<file path="config.mk">
export PLATFORM = sky130hd
export DESIGN_NAME = mbus_fcfs_top
export DESIGN_NICKNAME = d
export VERILOG_FILES = /design/src/rtl/mbus_pkg.sv /design/src/rtl/mbus_master_port.sv /design/src/rtl/mbus_fcfs_ctrl.sv /design/src/rtl/mbus_slave_port.sv /design/src/rtl/mbus_fcfs_top.sv
export SDC_FILE = /design/constraint.sdc
export NUM_CORES = 1
export LEC_CHECK = 0
export ABC_AREA = 0
export BUFFER_PORTS_ARGS = -buffer_cell sky130_fd_sc_hd__buf_2
export CORE_MARGIN = 8
export CORE_UTILIZATION = 59
export CTS_CLUSTER_SIZE = 24
export DETAILED_ROUTE_END_ITERATION = 12
export HOLD_SLACK_MARGIN = 0.08
export PLACE_DENSITY = 0.87
export REMOVE_ABC_BUFFERS = 1
export SLEW_MARGIN = 25
export SYNTH_ARGS = -nofsm -noshare
export SYNTH_HDL_FRONTEND = slang
export SYNTH_SLANG_ARGS = --single-unit
</file>
<file path="constraint.sdc">
create_clock -name clk_i -period 3.3 [get_ports clk_i]
set_input_delay 0.495 -clock clk_i [delete_from_list [all_inputs] [get_ports clk_i]]
set_output_delay 0.495 -clock clk_i [all_outputs]
set_load 0.05 [all_outputs]
</file>
<file path="src/rtl/mbus_pkg.sv">
package mbus_pkg;
  localparam int DST_W = 3;
  localparam int LEN_W = 4;
  localparam int TAG_W = 8;

  typedef struct packed {
    logic [DST_W-1:0] dst;
    logic [LEN_W-1:0] len;
    logic [TAG_W-1:0] tag;
  } desc_t;

  typedef enum logic [1:0] {
    ST_IDLE = 2'd0,
    ST_ARB  = 2'd1,
    ST_BUSY = 2'd2
  } bus_st_e;
endpackage

</file>
<file path="src/rtl/mbus_master_port.sv">
module mbus_master_port
  import mbus_pkg::*;
#(
  parameter int DEPTH = 4,
  parameter int ID_W  = 2,
  parameter int MY_ID = 0
) (
  input  logic            clk_i,
  input  logic            rst_ni,
  input  logic            push_valid_i,
  input  desc_t           push_desc_i,
  output logic            push_ready_o,
  input  logic            bus_busy_i,
  input  logic            grant_valid_i,
  input  logic [ID_W-1:0] grant_id_i,
  output logic            req_o,
  output desc_t           head_o,
  output logic            drive_o
);
  localparam int AW = (DEPTH > 1) ? $clog2(DEPTH) : 1;

  desc_t          mem_q [DEPTH];
  logic [AW-1:0]  wptr_q, rptr_q;
  logic [AW:0]    cnt_q;
  logic           do_push, not_empty;

  assign not_empty    = (cnt_q != '0);
  assign push_ready_o = (cnt_q < (AW+1)'(DEPTH));
  assign do_push      = push_valid_i && push_ready_o;
  assign req_o        = not_empty && !bus_busy_i;
  // grant is broadcast; accept it only when the ID is ours
  assign drive_o      = grant_valid_i && (grant_id_i == ID_W'(MY_ID)) && not_empty;
  assign head_o       = mem_q[rptr_q];

  always_ff @(posedge clk_i) begin
    if (do_push) mem_q[wptr_q] <= push_desc_i;
  end

  always_ff @(posedge clk_i or negedge rst_ni) begin
    if (!rst_ni) begin
      wptr_q <= '0;
      rptr_q <= '0;
      cnt_q  <= '0;
    end else begin
      if (do_push) wptr_q <= (wptr_q == AW'(DEPTH-1)) ? '0 : wptr_q + 1'b1;
      if (drive_o) rptr_q <= (rptr_q == AW'(DEPTH-1)) ? '0 : rptr_q + 1'b1;
      cnt_q <= cnt_q + (AW+1)'(do_push) - (AW+1)'(drive_o);
    end
  end
endmodule

</file>
<file path="src/rtl/mbus_fcfs_ctrl.sv">
module mbus_fcfs_ctrl
  import mbus_pkg::*;
#(
  parameter int N_MASTERS  = 4,
  parameter int ID_W       = 2,
  parameter int ARB_CYCLES = 1
) (
  input  logic             clk_i,
  input  logic             rst_ni,
  input  logic [N_MASTERS-1:0] req_i,
  input  logic [LEN_W-1:0] head_len_i [N_MASTERS],
  output logic             bus_busy_o,
  output logic             grant_valid_o,
  output logic [ID_W-1:0]  grant_id_o
);
  localparam int AC_W = $clog2(ARB_CYCLES + 1);

  bus_st_e          st_q;
  logic [ID_W-1:0]  win_q, pick;
  logic [LEN_W-1:0] win_len_q, busy_cnt_q;
  logic [AC_W-1:0]  arb_cnt_q;
  logic             grant_q;

  // same-cycle arrivals: lowest index wins
  always_comb begin
    pick = '0;
    for (int i = N_MASTERS-1; i >= 0; i--) begin
      if (req_i[i]) pick = ID_W'(i);
    end
  end

  always_ff @(posedge clk_i or negedge rst_ni) begin
    if (!rst_ni) begin
      st_q       <= ST_IDLE;
      win_q      <= '0;
      win_len_q  <= '0;
      busy_cnt_q <= '0;
      arb_cnt_q  <= '0;
      grant_q    <= 1'b0;
    end else begin
      grant_q <= 1'b0;
      unique case (st_q)
        ST_IDLE: if (|req_i) begin
          win_q     <= pick;
          win_len_q <= head_len_i[pick];
          arb_cnt_q <= AC_W'(ARB_CYCLES - 1);
          st_q      <= ST_ARB;
        end
        ST_ARB: begin
          // later requests are ignored: the first arrival is kept
          if (arb_cnt_q == '0) begin
            st_q       <= ST_BUSY;
            busy_cnt_q <= win_len_q;
            grant_q    <= 1'b1;
          end else begin
            arb_cnt_q <= arb_cnt_q - 1'b1;
          end
        end
        ST_BUSY: begin
          if (busy_cnt_q == '0) st_q <= ST_IDLE;
          else busy_cnt_q <= busy_cnt_q - 1'b1;
        end
        default: st_q <= ST_IDLE;
      endcase
    end
  end

  assign bus_busy_o    = (st_q == ST_BUSY);
  assign grant_valid_o = grant_q;
  assign grant_id_o    = win_q;
endmodule

</file>
<file path="src/rtl/mbus_slave_port.sv">
module mbus_slave_port
  import mbus_pkg::*;
#(
  parameter int PORT_ID = 0,
  parameter int DELAY   = 2
) (
  input  logic             clk_i,
  input  logic             rst_ni,
  input  logic             xfer_valid_i,
  input  logic [DST_W-1:0] xfer_dst_i,
  input  logic [TAG_W-1:0] xfer_tag_i,
  output logic             hit_o,
  output logic             done_o,
  output logic [TAG_W-1:0] done_tag_o
);
  logic [DELAY-1:0] vld_q;
  logic [TAG_W-1:0] tag_q [DELAY];

  assign hit_o = xfer_valid_i && (xfer_dst_i == DST_W'(PORT_ID));

  // delay line: overlapping accepts each complete after DELAY cycles
  always_ff @(posedge clk_i or negedge rst_ni) begin
    if (!rst_ni) begin
      vld_q <= '0;
      for (int i = 0; i < DELAY; i++) tag_q[i] <= '0;
    end else begin
      vld_q[0] <= hit_o;
      tag_q[0] <= xfer_tag_i;
      for (int i = 1; i < DELAY; i++) begin
        vld_q[i] <= vld_q[i-1];
        tag_q[i] <= tag_q[i-1];
      end
    end
  end

  assign done_o     = vld_q[DELAY-1];
  assign done_tag_o = tag_q[DELAY-1];
endmodule

</file>
<file path="src/rtl/mbus_fcfs_top.sv">
module mbus_fcfs_top
  import mbus_pkg::*;
#(
  parameter int N_MASTERS  = 4,
  parameter int Q_DEPTH    = 4,
  parameter int ARB_CYCLES = 1,
  parameter int N_SLAVES   = 3,
  parameter int DLY_W      = 4,
  parameter logic [N_SLAVES*DST_W-1:0] SLV_ID  = {3'd6, 3'd4, 3'd2},
  parameter logic [N_SLAVES*DLY_W-1:0] SLV_DLY = {4'd5, 4'd3, 4'd2},
  localparam int ID_W = (N_MASTERS > 1) ? $clog2(N_MASTERS) : 1
) (
  input  logic                      clk_i,
  input  logic                      rst_ni,
  input  logic [N_MASTERS-1:0]       push_valid_i,
  input  logic [N_MASTERS*DST_W-1:0] push_dst_i,
  input  logic [N_MASTERS*LEN_W-1:0] push_len_i,
  input  logic [N_MASTERS*TAG_W-1:0] push_tag_i,
  output logic [N_MASTERS-1:0]       push_ready_o,
  output logic                      bus_busy_o,
  output logic                      grant_valid_o,
  output logic [ID_W-1:0]           grant_id_o,
  output logic                      xfer_valid_o,
  output logic [ID_W-1:0]           xfer_src_o,
  output logic [DST_W-1:0]          xfer_dst_o,
  output logic [LEN_W-1:0]          xfer_len_o,
  output logic [TAG_W-1:0]          xfer_tag_o,
  output logic [N_SLAVES-1:0]        slv_done_o,
  output logic [N_SLAVES*TAG_W-1:0]  slv_tag_o,
  output logic                      drop_err_o
);
  logic [N_MASTERS-1:0] req, drive;
  desc_t                head [N_MASTERS];
  logic [LEN_W-1:0]     head_len [N_MASTERS];
  logic [N_SLAVES-1:0]  hit;
  desc_t                xfer;
  logic                 drop_q;

  for (genvar m = 0; m < N_MASTERS; m++) begin : g_mst
    desc_t in_desc;
    assign in_desc.dst = push_dst_i[m*DST_W +: DST_W];
    assign in_desc.len = push_len_i[m*LEN_W +: LEN_W];
    assign in_desc.tag = push_tag_i[m*TAG_W +: TAG_W];
    assign head_len[m] = head[m].len;

    mbus_master_port #(.DEPTH(Q_DEPTH), .ID_W(ID_W), .MY_ID(m)) u_mst (
      .clk_i        (clk_i),
      .rst_ni       (rst_ni),
      .push_valid_i (push_valid_i[m]),
      .push_desc_i  (in_desc),
      .push_ready_o (push_ready_o[m]),
      .bus_busy_i   (bus_busy_o),
      .grant_valid_i(grant_valid_o),
      .grant_id_i   (grant_id_o),
      .req_o        (req[m]),
      .head_o       (head[m]),
      .drive_o      (drive[m])
    );
  end

  mbus_fcfs_ctrl #(.N_MASTERS(N_MASTERS), .ID_W(ID_W), .ARB_CYCLES(ARB_CYCLES)) u_ctrl (
    .clk_i        (clk_i),
    .rst_ni       (rst_ni),
    .req_i        (req),
    .head_len_i   (head_len),
    .bus_busy_o   (bus_busy_o),
    .grant_valid_o(grant_valid_o),
    .grant_id_o   (grant_id_o)
  );

  // bus mux: at most one master drives
  always_comb begin
    xfer       = '0;
    xfer_src_o = '0;
    for (int i = 0; i < N_MASTERS; i++) begin
      if (drive[i]) begin
        xfer       = head[i];
        xfer_src_o = ID_W'(i);
      end
    end
  end

  assign xfer_valid_o = |drive;
  assign xfer_dst_o   = xfer.dst;
  assign xfer_len_o   = xfer.len;
  assign xfer_tag_o   = xfer.tag;

  for (genvar s = 0; s < N_SLAVES; s++) begin : g_slv
    localparam int PID = int'(SLV_ID[s*DST_W +: DST_W]);
    localparam int DLY = int'(SLV_DLY[s*DLY_W +: DLY_W]);

    mbus_slave_port #(.PORT_ID(PID), .DELAY(DLY)) u_slv (
      .clk_i       (clk_i),
      .rst_ni      (rst_ni),
      .xfer_valid_i(xfer_valid_o),
      .xfer_dst_i  (xfer.dst),
      .xfer_tag_i  (xfer.tag),
      .hit_o       (hit[s]),
      .done_o      (slv_done_o[s]),
      .done_tag_o  (slv_tag_o[s*TAG_W +: TAG_W])
    );
  end

  always_ff @(posedge clk_i or negedge rst_ni) begin
    if (!rst_ni) drop_q <= 1'b0;
    else         drop_q <= xfer_valid_o && (hit == '0);
  end

  assign drop_err_o = drop_q;
endmodule

</file>
* Word-level counts from Yosys, hierarchy flattened *
Memory sizes are Yosys's and may differ from the RTL's.
Index checks and enable logic that the tools add are counted.

storage, ports and cells
  logic and storage cells = 154
  bits in writable memories = 240
  bits in registers = 93
  memories = 4
  latch bits = 0
  input port bits = 66
  ROM bits = 0

memories
  memory                words  width  read ports  clocked after memory_dff  wr ports  RTL line                source
  g_mst[0].u_mst.mem_q  4      15     1           0                         1         mbus_master_port.sv:22  desc_t mem_q [DEPTH];
  g_mst[1].u_mst.mem_q  4      15     1           0                         1         mbus_master_port.sv:22
  g_mst[2].u_mst.mem_q  4      15     1           0                         1         mbus_master_port.sv:22
  g_mst[3].u_mst.mem_q  4      15     1           0                         1         mbus_master_port.sv:22

cells by class
  reduce and logical (&&, ||, !) cells = 37
  multipliers = 0
  shifts and indexed selects = 0
  equality and inequality tests = 20
  bitwise gates (word level) = 1
  magnitude comparators = 5
  add/subtract/negate cells = 18
  divide/modulo/power cells = 0
  muxes and demuxes = 42

operators with widths
  operator               number
  $mux W15               4
  $mux W2                17
  $eq A2 B2 Y1 const B   11
  $logic_and A1 B1 Y1    20
  $add A2 B1 Y2 const B  8
  $mux W4                4
  $mux W1                13
  $add A3 B1 Y3          4
  $lt A3 B3 Y1 const B   4
  $reduce_bool A3 Y1     4
  $sub A3 B1 Y3          4
  $bmux W4 S2            1
  $pmux W4 S2            1
  $reduce_or A4 Y1       2
  $eq A3 B3 Y1 const B   2
  $pmux W2 S3            1
  $reduce_and A3 Y1      2
  $eq A2 B1 Y1 const B   2
  $logic_not A2 Y1       2
  $logic_not A4 Y1       1
  $ne A2 B1 Y1 const B   2
  $ne A2 B2 Y1 const B   2
  $reduce_and A2 Y1      2
  $reduce_bool A2 Y1     2
  other kinds (8)        8

* Depth between registers and ports, before layout *
Gate-level depths: netlist (run 1).

  word-level depth = 11
  mapped depth = 12
  gate-level depth less buffers = 10

* Hierarchy *
A second synthesis (run 1) with hierarchy kept.

second synthesis, totals
  cell total of the unflattened synthesis = 754
  area total of the unflattened synthesis = 14256.2 µm²

by module, submodules not included
  module                                  cells an instance  instances  area an instance (µm²)
  mbus_master_port at g_mst[1].u_mst ...  121                2          2638.8
  mbus_master_port at g_mst[3].u_mst      121                1          2633.8
  mbus_master_port at g_mst[0].u_mst      121                1          2603.7
  mbus_slave_port at g_slv[2].u_slv       54                 1          1196.1
  mbus_fcfs_ctrl                          78                 1          758.2
  mbus_slave_port at g_slv[1].u_slv       36                 1          748.2
  mbus_slave_port at g_slv[0].u_slv       27                 1          523.0
  mbus_fcfs_top                           75                 1          515.5

* Worst setup path after synthesis (run 1) *
No wires, ideal clock.

  kind = register -> register
  from = reg u_ctrl.grant_q (netlist: u_ctrl.grant_valid_o)
  to = reg g_mst[0].u_mst.cnt_q[2]
  arrival time = 2.612 ns
  path slack = 0.565 ns
  cell stages (with the launch flop) = 12
  setup time = 0.123 ns
  buffers on the path = 1
  period minus slack after synthesis = 2.735 ns
  cells stage by stage = dfrtp_1 -> nor3b_1 -> nand2_1 -> inv_2 -> clkbuf_1 -> ha_1 -> inv_1 -> ha_1 -> inv_1 -> fa_1 -> xnor2_1 -> xnor2_1

on the way
  longest elaborated chain between the ends = 3

ends and longest elaborated chain
  item                              RTL line                source
  start, declared                   mbus_fcfs_ctrl.sv:22    logic grant_q;
  start signal, assigned            mbus_fcfs_ctrl.sv:39    grant_q <= 1'b0;
  start signal, assigned            mbus_fcfs_ctrl.sv:41    grant_q <= 1'b0;
  start signal, assigned            mbus_fcfs_ctrl.sv:54    grant_q <= 1'b1;
  $logic_and A1 B1 Y1 (2 in a row)  mbus_master_port.sv:32  assign drive_o = grant_valid_i && (grant_id_i == ID_W'(MY_ID)) && not_empty;
  net g_mst[0].u_mst.drive_o        mbus_master_port.sv:18  output logic drive_o
  $sub A3 B1 Y3                     mbus_master_port.sv:47  cnt_q <= cnt_q + (AW+1)'(do_push) - (AW+1)'(drive_o);
  end signal, assigned              mbus_master_port.sv:47
  end, declared                     mbus_master_port.sv:24  logic [AW:0] cnt_q;

The timed path passes the listed nets, and every way through them passes these cells.
A chain may end at the register's enable or synchronous reset.

* Worst setup path after layout (run 1) *
  from = reg g_mst[3].u_mst.cnt_q[2]
  to = out xfer_tag_o[4]

on the way
  longest elaborated chain between the ends = 3

ends and longest elaborated chain
  item                    RTL line                source
  start, declared         mbus_master_port.sv:24
  start signal, assigned  mbus_master_port.sv:47
  $reduce_bool A3 Y1      mbus_master_port.sv:27  assign not_empty = (cnt_q != '0);
  $logic_and A1 B1 Y1     mbus_master_port.sv:32
  $mux W15                mbus_fcfs_top.sv:76     if (drive[i]) begin
  end, declared           mbus_fcfs_top.sv:27     output logic [TAG_W-1:0] xfer_tag_o,

Every way passes these cells.

==> results by group, run 1 <==
Floorplan
  – Full die area: 27100 µm²
  – Top Ports: 120
  – Site row count: 54
  – Initial Util: 0.598
  – Die width: 164 µm
  – Core area: 21800 µm²
  – Die H: 164 µm

Finish
  – Antenna cells: 0
  – Final nets: 922
  – Most common cell after layout, fill and taps aside: edfxtp_1
  – Layout cell share with drive strength beyond 1: 0.303
  – Area Growth Syn to Fin: 14.4%
  – Commonest non-fill, non-tap cells in the layout: 240 x edfxtp_1, 118 x buf_2, 91 x dfrtp_1, 60 x mux4_2, 41 x nand2_1

Power and ir drop
  – Leakage: 5.82 nW
  – Max IR drop VDD: 565 µV
  – Tot Pwr: 14.1 mW
  – PwrDens: 948 nW/µm²

Yosys
  – Cells after Synth: 714
  – Post-Syn Area: 13000 µm²
  – Sequential area share after synthesis: 0.731
  – Syn avg cell area: 18.2 µm²
  – Post-synthesis cell type count: 49
  – Synth Register Bits: 332
  – Ys Warns: 0

Detailed routing
  – Detailed Routing Iterations Pass 1: 7
  – Via count: 6637
  – DR DRC count: 0
  – Average wire per standard cell: 23.9 µm
  – Final ANT Viol Nets: 0
  – Total Wirelength: 26900 µm
  – Vias per Instance: 5.89
  – 1st-iter DRT viols: 791

Timing
  – Clock Skew: 9.52 ps
  – Final setup vio count: 0
  – Slew Limit Fails: 0
  – F_max: 318 MHz
  – Setup TNS: 0 ps
  – Rel. slew slack: 0.433
  – Worst Tran Pin Value: 851 ps
  – Final hold violation count: 0
  – Min cycle time layout: 3140 ps
  – RSZ-0062 raised after global routing: false
  – Tcrit/Tclk final: 0.952

Setup path
  – Crit. End Element: primary output
  – Setup Crit Path Kind: register to primary output
  – Required time of the critical path: 2800 ps
  – Startpoint class of the critical path: register
  – Worst Path Arrival: 2650 ps
  – Worst-path maximum fanout: 15

Placed design
  – Gpl congestion: 0.935
  – DPL Wire Length: 18300 µm
  – PortBufs: 119

GRT
  – Grt met2 use: 0.333
  – Gr usage total: 0.203
  – First-pass GRT wire length: 40400 µm
  – Number of global-route vias before repair: 6844
  – Initial antenna violation count: 1
  – Met3 usage: 0.0541
  – Overflow after GRT: 0
  – Met1 usage: 0.258
  – Gr busiest metal: met2
  – Largest net degree at the start of global routing: 78

Clock network
  – Clock Path Buffers: 3
  – H-tree Lvls: 2
  – TritonCTS clock tree: built
  – Clk root buf: clkbuf_16
  – Clk_lat worst skew: 510 ps
  – Clk sinks: 332
  – Num CTS Buffers: 34
  – Clk slew on worst S/H paths: 60 ps

Hold path
  – Worst hold path type: input pin to register

Run status
  – Status: finished, final reports clean

Flow run
  – Max-cap check violation count: 0
## power breakdown
part / leakage, nW / internal [mW] / total [mW] / switching (mW)
registers: 3.38 / 5.44 / 5.96 / 0.523
logic: 1.88 / 1.44 / 4.22 / 2.78
clock network: 0.565 / 2.43 / 3.92 / 1.50
total: 5.82 / 9.30 / 14.1 / 4.80
## registers in the layout, indices dropped and copies added, names as in the netlist, 2 cells and up
register / cells
g_mst.u_mst.mem_q: 240
g_slv.u_slv.tag_q: 32
g_mst.u_mst.cnt_q: 12
g_slv.u_slv.vld_q: 10
g_mst.u_mst.rptr_q: 8
g_mst.u_mst.wptr_q: 8
g_slv.u_slv.done_tag_o: 8
u_ctrl.busy_cnt_q: 4
u_ctrl.win_len_q: 4
u_ctrl.grant_id_o: 2
u_ctrl.st_q: 2
## kinds of logic after synthesis
group                    Yosys count  share of synthesized area
AO/OA/AOI/OAI                     70                     0.0389
flip-flops                       332                      0.731
AND/OR/NAND/NOR                  112                     0.0448
XOR/XNOR                           8                    0.00539
multiplexers                      64                      0.108
adder cells (fa/ha/maj)           33                     0.0341
buffers and inverters             95                     0.0381
## worst max-delay path: stages, from the launching register on
cell and delay (ps):
dfrtp_1 430, or3_1 490, nand2_2 220, inv_2 170, a22oi_1 440, nand2_1 140, buf_2 240
## stage by stage
stage / area (µm²) / hold slack (ps) / worst slack (ps) / util / instances
finish: 14900 / 198 / 157 / 0.684 / 1127
global route: 14900 / 192 / 45.4 / 0.684 / 1127
CTS: 14800 / 168 / 72.0 / 0.682 / 1126
detailed placement: 13700 / 336 / 584 / 0.629 / 1066
global placement: 13700 / 331 / 672 / 0.629 / 1066
floorplan: 12600 / 199 / 496 / - / 656
## layout make-up
class                           count  area, µm²
Inverter                           37        141
Fill cell                        1359       6880
Tap cell                          280        350
Timing Repair Buffer              131        694
Clock buffer                       47        961
Multi-Input combinational cell    287       3030
Sequential cell                   332       9510
Clock inverter                     13        190
## path summary, 6_finish.rpt
kind | start | to | slack, ps | depth (start not counted)
max in group asynchronous | rst_ni | g_mst[3].u_mst.cnt_q[2] | 2000 | 3
min | push_tag_i[21] | g_mst[2].u_mst.mem_q[3][5] | 200 | 1
min in group asynchronous | rst_ni | g_slv[2].u_slv.tag_q[16] | 580 | 2
min reg2reg | g_slv[2].u_slv.tag_q[35] | g_slv[2].u_slv.tag_q[27] | 350 | 0
max | g_mst[3].u_mst.cnt_q[2] | xfer_tag_o[4] | 160 | 6
max reg2reg | g_mst[1].u_mst.cnt_q[1] | g_mst[1].u_mst.cnt_q[2] | 550 | 10
## metal layers
metal	vias to the layer above	wire length [µm]
met1	3355	10100
met4	2	775
met5	-	10
met3	53	2470
li1	2908	-
met2	319	13500
## cell usage after synthesis, drive strengths merged
| master | count | area, µm² |
|---|---|---|
| o41ai | 1 | 27.5 |
| o22ai | 1 | 6.26 |
| o21a | 1 | 7.51 |
| a221o | 4 | 40.0 |
| dfrtp | 92 | 2300 |
| ha | 29 | 363 |
| fa | 4 | 80.1 |
| o21ai | 15 | 86.3 |
| inv | 36 | 135 |
| or3 | 4 | 25.0 |
| nor3b | 5 | 37.5 |
| and3b | 2 | 17.5 |
| clkbuf | 13 | 48.8 |
| xnor2 | 8 | 70.1 |
| and2 | 16 | 100 |
| nand2 | 44 | 175 |
| nor2 | 9 | 41.3 |
| buf | 45 | 308 |
| mux2 | 4 | 48.8 |
| a21o | 4 | 30.0 |
| o2111ai | 1 | 8.76 |
| and3 | 1 | 6.26 |
| nand3 | 9 | 50.1 |
| nor2b | 7 | 43.8 |
| o211ai | 2 | 15.0 |
| a31oi | 1 | 6.26 |
| a21oi | 9 | 45.0 |
| o21bai | 2 | 15.0 |
| edfxtp | 240 | 7210 |
| mux4 | 60 | 1350 |
| nor3 | 8 | 40.0 |
| clkinv | 1 | 3.75 |
| a22oi | 27 | 203 |
| or4 | 1 | 7.51 |
| a211oi | 2 | 15.0 |
| and2b | 1 | 7.51 |
| nand2b | 4 | 25.0 |
| nand4 | 1 | 6.26 |
## what timing repair did
item,CTS,global route
hold buffers,0,1
endpoints found under the hold margin,0,7
endpoints found under the setup margin,0,10
setup buffers,0,0
resized for setup,0,9
No activity file was read; power rests on OpenSTA's default activity.
==> inputs of run 2 (changes only) <==
--- a/config.mk
+++ b/config.mk
@@ -8,11 +8,11 @@
 export ABC_AREA = 0
 export BUFFER_PORTS_ARGS = -buffer_cell sky130_fd_sc_hd__buf_2
 export CORE_MARGIN = 8
-export CORE_UTILIZATION = 59
+export CORE_UTILIZATION = 53
 export CTS_CLUSTER_SIZE = 24
 export DETAILED_ROUTE_END_ITERATION = 12
 export HOLD_SLACK_MARGIN = 0.08
-export PLACE_DENSITY = 0.87
+export PLACE_DENSITY = 0.83
 export REMOVE_ABC_BUFFERS = 1
 export SLEW_MARGIN = 25
 export SYNTH_ARGS = -nofsm -noshare
==> constraint.sdc (replaced) <==
create_clock -name clk_i -period 2.61 [get_ports clk_i]
set_input_delay 0.3915 -clock clk_i [delete_from_list [all_inputs] [get_ports clk_i]]
set_output_delay 0.3915 -clock clk_i [all_outputs]
set_load 0.05 [all_outputs]
==> run 2 against run 1 <==
  * The run now ends with negative setup slack left
  * First-iteration DRC count down 34%
  * Wire length up 9.6%
  * Largest cell class unchanged
  * Global-route usage down 1.3 points
  * Non-clock buffer count up 112
  * Clock skew up 5.0 ps
  * Total power up 31%
  * Sequential share of layout area down 5.2 points
==> results by group, run 2 (synthesized netlist as in run 1, its figures left out) <==
Detailed routing
  – Detailed Routing Iterations Pass 1: 7 (unchanged)
  – Via count: 7084 (+6.7%)
  – Total Wirelength: 29500 µm (+9.6%)
  – Average wire per standard cell: 23.0 µm (-3.6%)
  – 1st-iter DRT viols: 522 (-34%)
  – Vias per Instance: 5.53 (-6.1%)
  – Final ANT Viol Nets: 0 (unchanged)
  – DR DRC count: 0 (unchanged)

Timing
  – Final hold violation count: 0 (unchanged)
  – Final Worst Setup Slack: -98.2 ps (-256 ps)
  – Min cycle time layout: 2710 ps
  – Hold Slack: 93.4 ps (-105 ps)
  – Final setup vio count: 12 (+12)
  – Tcrit/Tclk final: 1.04
  – Worst Tran Pin Value: 616 ps (-235 ps)
  – Clock Skew: 14.5 ps (+4.95 ps)
  – F_max: 369 MHz
  – Slew Limit Fails: 0 (unchanged)
  – Rel. slew slack: 0.586 (+0.153)
  – RSZ-0062 raised after global routing: true

Setup path
  – Crit path cell chain: buf_12 > buf_4 > mux4_2 > a22oi_2 > nand2_2 > buf_6
  – Crit path to: xfer_tag_o[4]
  – Required time of the critical path: 2220 ps (-580 ps)
  – Setup Crit Path Kind: register to primary output
  – Worst Path Arrival: 2320 ps (-330 ps)
  – R2R cell count: 10 (unchanged)
  – Worst R2R End: g_mst[0].u_mst.cnt_q[2]
  – Slowest stage delay, CP: 550 ps (+60 ps)
  – Startpoint class of the critical path: register
  – Reg2Reg Launch Point: u_ctrl.grant_valid_o
  – Worst-path maximum fanout: 9 (-6)
  – Crit. End Element: primary output
  – FF-to-FF setup slack: 130 ps (-420 ps)
  – Worst setup path start: g_mst[0].u_mst.rptr_q[0]
  – Slowest-stage cell, CP: mux4_2

Placed design
  – DPL Wire Length: 19000 µm (+3.6%)
  – PortBufs: 119 (unchanged)
  – Gpl congestion: 0.890 (-4.9%)
  – Inst Count DP: 1146 (+7.5%)

Finish
  – Layout cell share with drive strength beyond 1: 0.369 (+0.0658)
  – Final nets: 1031 (+12%)
  – Area Growth Syn to Fin: 24.6%
  – Final std cells w/o fill: 1281 (+14%)
  – Top flop regs: g_mst.u_mst.mem_q x240, g_slv.u_slv.tag_q x32, g_mst.u_mst.cnt_q x12
  – Commonest non-fill, non-tap cells in the layout: 240 x edfxtp_1, 103 x buf_2, 85 x dfrtp_1, 60 x mux4_2, 58 x dlygate4sd3_1
  – Most common cell after layout, fill and taps aside: edfxtp_1
  – Biggest register: g_mst.u_mst.mem_q
  – Filler Cell Count: 1487 (+9.4%)
  – Max reg flops: 240 (unchanged)

Floorplan
  – Die width: 173 µm (+5.0%)
  – Die H: 173 µm (+5.0%)
  – Initial Util: 0.538 (-0.0599)
  – Site row count: 57 (+5.6%)
  – Full die area: 29800 µm² (+10%)
  – Core area: 24200 µm² (+11%)
  – Top Ports: 120 (unchanged)

GRT
  – Grt met2 use: 0.341 (+0.00722)
  – Overflow after GRT: 0 (unchanged)
  – Gr busiest metal: met2
  – Gr usage total: 0.190 (-0.0126)
  – Initial antenna violation count: 1 (unchanged)
  – First-pass GRT wire length: 44200 µm (+9.4%)
  – Met3 usage: 0.0379 (-0.0162)
  – Met1 usage: 0.225 (-0.0329)
  – Largest net degree at the start of global routing: 40 (-49%)
  – Number of global-route vias before repair: 7697 (+12%)

Flow run
  – Max-cap check violation count: 0 (unchanged)

Clock network
  – H-tree Lvls: 1 (-1)
  – Clk root buf: clkbuf_16
  – Clk_lat worst skew: 550 ps (+40 ps)
  – Clk sinks: 332 (unchanged)
  – Clk slew on worst S/H paths: 70 ps (about the same)
  – Num CTS Buffers: 31 (-8.8%)
  – TritonCTS clock tree: built
  – Clock Path Buffers: 3 (unchanged)

Run status
  – Violated checks: negative setup slack
  – Status: finished with violations

Power and ir drop
  – Leakage: 6.33 nW (+8.8%)
  – Max IR drop VDD: 702 µV (+24%)
  – PwrDens: 1140 nW/µm² (+20%)
  – Tot Pwr: 18.4 mW (+31%)

Hold path
  – Worst hold path type: input pin to register
[run 2: cell count changes in the layout (fill, tap and decap cells not counted), sizes merged]
cell / change
clkinv: +7
bufinv: -1
clkbuf: -9
dlygate4sd3: +57
inv: -1
clkinvlp: +1
diode: +1
buf: +55
[run 2: worst min-delay path by stage]
stage                                   startpoint                    endpoint  slack, ps  cells after the start
final                                push_len_i[0]  g_mst[0].u_mst.mem_q[0][8]         90                      1
after global routing                push_len_i[13]  g_mst[3].u_mst.mem_q[2][9]         80                      1
after CTS                           push_len_i[13]  g_mst[3].u_mst.mem_q[2][9]         80                      1
after detailed placement  g_slv[2].u_slv.tag_q[36]    g_slv[2].u_slv.tag_q[28]        330                      0
after global placement    g_slv[2].u_slv.tag_q[36]    g_slv[2].u_slv.tag_q[28]        330                      0
after floorplan                             rst_ni                  drop_err_o        100                      0
[run 2: layer usage]
metal  wire (µm)  share of wire
met5           0              0
met4        1050          0.036
met3        1920          0.065
met2       15800           0.54
met1       10600           0.36
[run 2: timing repair]
item                                   CTS  global route
setup endpoints to repair               15            17
hold buffers                            58             0
setup buffers                           17             2
resized for setup                       83            25
endpoints found under the hold margin  261             0
pin swaps                               19            18
cloned                                   2             0
[run 2: metrics by stage]
stage	TNS, ps	utilization	setup WS (ps)	cell area [µm²]
after global routing	-1190	0.670	-154	16200
after floorplan	-364	-	-90.2	12600
after CTS	-863	0.668	-126	16100
after global placement	0	0.581	239	14100
final	-475	0.670	-98.2	16200
after detailed placement	0	0.581	157	14100
[run 2: layout make-up]
| class | instances | area (µm²) | share of cell area |
|---|---|---|---|
| flip-flops and latches | 332 | 9520 | 0.587 |
| multi-input cells | 287 | 3220 | 0.199 |
| repair buffers | 243 | 1900 | 0.117 |
| clock buffers | 38 | 812 | 0.0501 |
| well taps | 324 | 405 | 0.0250 |
| clock inverters | 19 | 203 | 0.0125 |
| inverters | 37 | 146 | 0.00903 |
| diodes | 1 | 2.50 | 0.000154 |
[run 2: power breakdown]
group,internal [mW],switching (mW)
clock,2.60,1.89
combinational,2.55,3.92
sequential,6.87,0.591
total,12.0,6.39
[run 2: critical path, delay by kind of cell (launching register included)]
| kind | cells | cell delay [ps] |
|---|---|---|
| DFF | 1 | 390 |
| muxes | 1 | 550 |
| and+or+nand+nor | 1 | 130 |
| buffers and inverters | 3 | 440 |
| AOI/OAI and AO/OA | 1 | 250 |
